## src/rtl/seq_prefetch_burst.sv

```systemverilog
module seq_prefetch_burst #(
  parameter int ADDR_W        = 32,
  parameter int MAX_DEG       = 64,
  parameter int FIRST_USE_DEG = 4,
  localparam int CNT_W        = $clog2(MAX_DEG + 1)
) (
  input  logic              clk,
  input  logic              rst_n,
  input  logic              trig_valid,
  input  logic              trig_is_reuse,
  input  logic [ADDR_W-1:0] trig_blk,
  input  logic              mode_ext,
  input  logic [CNT_W-1:0]  ext_degree,
  output logic              pf_valid,
  input  logic              pf_ready,
  output logic [ADDR_W-1:0] pf_blk,
  output logic              busy
);

  logic [ADDR_W-1:0] next_q;
  logic [CNT_W-1:0]  left_q;
  logic [CNT_W-1:0]  ext_deg;
  logic [CNT_W-1:0]  fix_deg;

  assign ext_deg = (ext_degree > CNT_W'(MAX_DEG)) ? CNT_W'(MAX_DEG) : ext_degree;
  assign fix_deg = trig_is_reuse ? CNT_W'(FIRST_USE_DEG) : CNT_W'(1);

  always_ff @(posedge clk or negedge rst_n) begin
    if (!rst_n) begin
      next_q <= '0;
      left_q <= '0;
    end else if (trig_valid) begin
      next_q <= trig_blk + ADDR_W'(1);
      left_q <= mode_ext ? ext_deg : fix_deg;
    end else if (pf_valid && pf_ready) begin
      next_q <= next_q + ADDR_W'(1);
      left_q <= left_q - CNT_W'(1);
    end
  end

  assign pf_valid = (left_q != '0);
  assign busy     = pf_valid;
  assign pf_blk   = next_q;

endmodule

```

## config.mk

```make
export PLATFORM = sky130hd
export DESIGN_NAME = seq_prefetch_burst
export DESIGN_NICKNAME = d
export VERILOG_FILES = /design/src/rtl/seq_prefetch_burst.sv
export SDC_FILE = /design/constraint.sdc
export NUM_CORES = 1
export LEC_CHECK = 0
export BUFFER_PORTS_ARGS = -buffer_cell sky130_fd_sc_hd__buf_2
export CAP_MARGIN = 20
export CORE_MARGIN = 1.5
export CORE_UTILIZATION = 54
export CTS_BUF_LIST = sky130_fd_sc_hd__clkbuf_16
export DETAILED_ROUTE_END_ITERATION = 6
export PLACE_DENSITY = 0.86
export SYNTH_ARGS = -nofsm -noshare
export SYNTH_HDL_FRONTEND = slang
export SYNTH_SLANG_ARGS = --single-unit
```

## constraint.sdc

```tcl
create_clock -name clk -period 2.8 [get_ports clk]
set_clock_uncertainty 0.2 [all_clocks]
set_input_delay 0.84 -clock clk [delete_from_list [all_inputs] [get_ports clk]]
set_output_delay 0.84 -clock clk [all_outputs]
set_load 0.01 [all_outputs]
```

==> reports/metrics.csv <==
stage;metric;value;unit
setup_path;WP data arrival;2.68;ns
detailed_routing;antenna-violating nets left;0;
global_route;largest net degree at the start of global routing;40;
setup_path;R2R cell count;7;
cts;Num CTS Buffers;5;
global_route;grt ovf;0;
timing;fin crit share;0.966;
timing;final hold violations;0;
power;Pleak;1.75;nW
floorplan;# rows;28;
detailed_routing;drt initial violations;270;
cts;clk root buf;clkbuf_16;
cells_and_area;area grow syn2layout;28.9;%
synth;sequential area share after synthesis;0.301;
cts;clock tree buffer depth;2;
detailed_routing;vias per cell;6.04;
global_route;GR Util All Layers;0.293;
placement;post-DP HPWL;6.74;mm
min_path;worst min-delay path class;input port to async pin;
cells_and_area;Post-Layout Cell Count;561;
cts;Skew-Pair Late Insertion Delay;0.29;ns
placement;PortBufs;78;
setup_path;CP most frequent cell;buf_4;
setup_path;CP Max Fanout;16;
global_route;first-pass GRT wire length;14.8;mm
timing;Fin Setup TNS;0;ns
setup_path;worst reg-to-reg setup slack;0.36;ns
cts;H-tree levels;2;
detailed_routing;via count;3390;
floorplan;Starting Density;0.554;
cells_and_area;antenna cell count;0;
synth;FF+latch count, synth;39;
floorplan;die height;80.5;µm
power;Overall Power;1.96;mW
timing;Tmin final;2.70;ns
timing;max-slew violations;0;
synth;syn_area_per_cell;8.62;µm²
synth;Cell variety after synth;48;
setup_path;crit-path max cell delay;0.24;ns
detailed_routing;DRC viols;0;
cells_and_area;ratio of cells with drive above 1 in the final layout;0.344;
setup_path;Worst Setup Start Kind;input port;
floorplan;core area;5850;µm²
placement;placed insts;553;
synth;Mapped Cells;376;
cts;Hold Buf Count CTS;0;
detailed_routing;TritonRoute pass-1 iters;5;
cts;CTS tree;yes;
cells_and_area;final net count;533;
setup_path;Cell Chain, Critical Path;buf_4 > buf_4 > buf_4 > nand3_1 > o21ai_1 > nand4_1 > buf_4 > nor4_2 > xnor2_1 > mux2i_1;
detailed_routing;Total Wirelength;9.20;mm
setup_path;Critical Path RT;2.77;ns
status;result of the run;finished, final reports clean;
synth;yosys warns;0;
cells_and_area;Finished Cell Area;4180;µm²
timing;Final setup viols;0;
setup_path;reg-to-reg endpoint;pf_blk[18];
power;Power Density;469;nW/µm²
global_route;initial antenna violation count;0;
placement;Final Wtd Congestion;0.879;
cells_and_area;Fillers;422;
global_route;vias in the first global route;3172;
timing;relative slew slack;0.535;
job;Max-Cap Viols;0;
cts;Worst-path clk slew;0.06;ns
floorplan;Die Width;80.5;µm
floorplan;Die ar.;6470;µm²
synth;Post-Syn Area;3240;µm²
timing;fmax;370;MHz
setup_path;RR Startpoint;left_q[3];
setup_path;CP endpoint kind;register;
setup_path;slowest CP cell;nor4_2;
power;Worst IR Drop VDD;0.357;mV
synth;syn nets;424;
cts;Sink Count;39;
cells_and_area;final core area utilization;0.714;
timing;Worst Max-Slew Pin Slew;0.695;ns
detailed_routing;drt wl/cell;16.4;µm
cts;Post-CTS Setup Inserts;0;
floorplan;I/O pins;79;
timing;RSZ-0062 raised after global routing;false;
placement;placed instance area;4020;µm²
setup_path;crit path kind;input port to register;
[timing repair]
item | in CTS | in global routing
hold endpoints to repair | 0 | 0
endpoints found under the setup margin | 0 | 2
resized for setup | 0 | 2
[Yosys cell counts (all sizes together)]
cell | n | area (µm²)
a31oi | 3 | 18.8
nand4 | 12 | 93.8
nand2 | 44 | 165
a211oi | 1 | 12.5
xnor2 | 44 | 385
and2 | 3 | 18.8
a21o | 1 | 7.51
nand2b | 3 | 18.8
nor2b | 1 | 6.26
o22ai | 2 | 12.5
and3 | 1 | 6.26
dfrtp | 39 | 976
nand4b | 1 | 8.76
nor3 | 16 | 110
mux2 | 6 | 67.6
nand3b | 13 | 110
inv | 5 | 18.8
xor2 | 13 | 114
clkbuf | 5 | 18.8
o221ai | 1 | 8.76
buf | 16 | 120
and3b | 2 | 17.5
mux2i | 20 | 200
o21ai | 24 | 124
nor2 | 26 | 97.6
o21ba | 1 | 10.0
a31o | 1 | 8.76
a21oi | 14 | 81.3
o21a | 1 | 7.51
a222oi | 2 | 20.0
nand3 | 32 | 170
a22oi | 7 | 57.6
a32o | 1 | 10.0
nor4 | 10 | 81.3
a41oi | 2 | 17.5
ha | 3 | 37.5
[placed cells by master, fill, tap and decap left out, drive strengths merged, types with 13 or more instances in the layout]
cell	count
nand3b	13
nor2	26
xnor2	44
xor2	13
nor3	16
mux2i	20
o21ai	24
a21oi	14
nand3	32
buf	123
dfrtp	39
nand2	44
[critical path, delay by kind of cell]
kind / cells / cell delay, ns
AND/OR/NAND/NOR: 3 / 0.55
AO/OA/AOI/OAI: 1 / 0.19
XOR/XNOR: 1 / 0.15
multiplexers: 1 / 0.09
buffers and inverters: 4 / 0.85
[report_power, final]
part	switching, mW	internal, mW
Sequential	0.106	0.645
Combinational	0.342	0.277
Clock	0.258	0.333
Total	0.705	1.25
[metrics by stage]
stage	setup slack [ns]	hold slack [ns]
5_1_grt	0.00140	0.331
3_3_place_gp	-0.0716	0.309
2_1_floorplan	-0.282	0.288
3_5_place_dp	-0.152	0.332
6_report	0.0955	0.310
4_1_cts	0.134	0.323
[how the worst max path moves through the flow]
stage                           from          to  cells past startpoint
final                     trig_valid  pf_blk[30]                     10
after global routing      trig_valid  pf_blk[30]                     10
after CTS                 trig_valid  pf_blk[22]                      9
after detailed placement  trig_valid  pf_blk[22]                      9
after global placement    trig_valid  pf_blk[28]                      9
after floorplan           trig_valid  pf_blk[28]                     13
[logic make-up (layout without fill, tap and decap cells)]
family | after synthesis | after routing | share of synthesized area
adders and majority gates | 3 | 3 | 0.0116
AOI/OAI and AO/OA | 61 | 61 | 0.122
DFF | 39 | 39 | 0.301
and+or+nand+nor | 164 | 164 | 0.279
xor gates and xnor gates | 57 | 57 | 0.154
muxes | 26 | 26 | 0.0827
buffers and inverters | 26 | 136 | 0.0487
[registers in the layout, summed over array words and instances (netlist names)]
name and cells:
pf_blk 32, left_q 7
[layer usage]
layer	part of all wire	vias up	GRT usage
met2	0.51	171	0.518
met4	0.021	0	0.114
met3	0.067	22	0.0489
li1	-	1558	-
met5	0	-	0
met1	0.40	1639	0.352
[area by class of cell]
cell class	instances	area, µm²	area share
flip-flops and latches	39	976	0.234
clock inverters	3	23.8	0.00569
multi-input cells	311	2190	0.526
repair buffers	123	743	0.178
clock buffers	5	125	0.0300
well taps	75	93.8	0.0225
inverters	5	18.8	0.00450
Note: power is estimated with default switching activity, not from simulation.
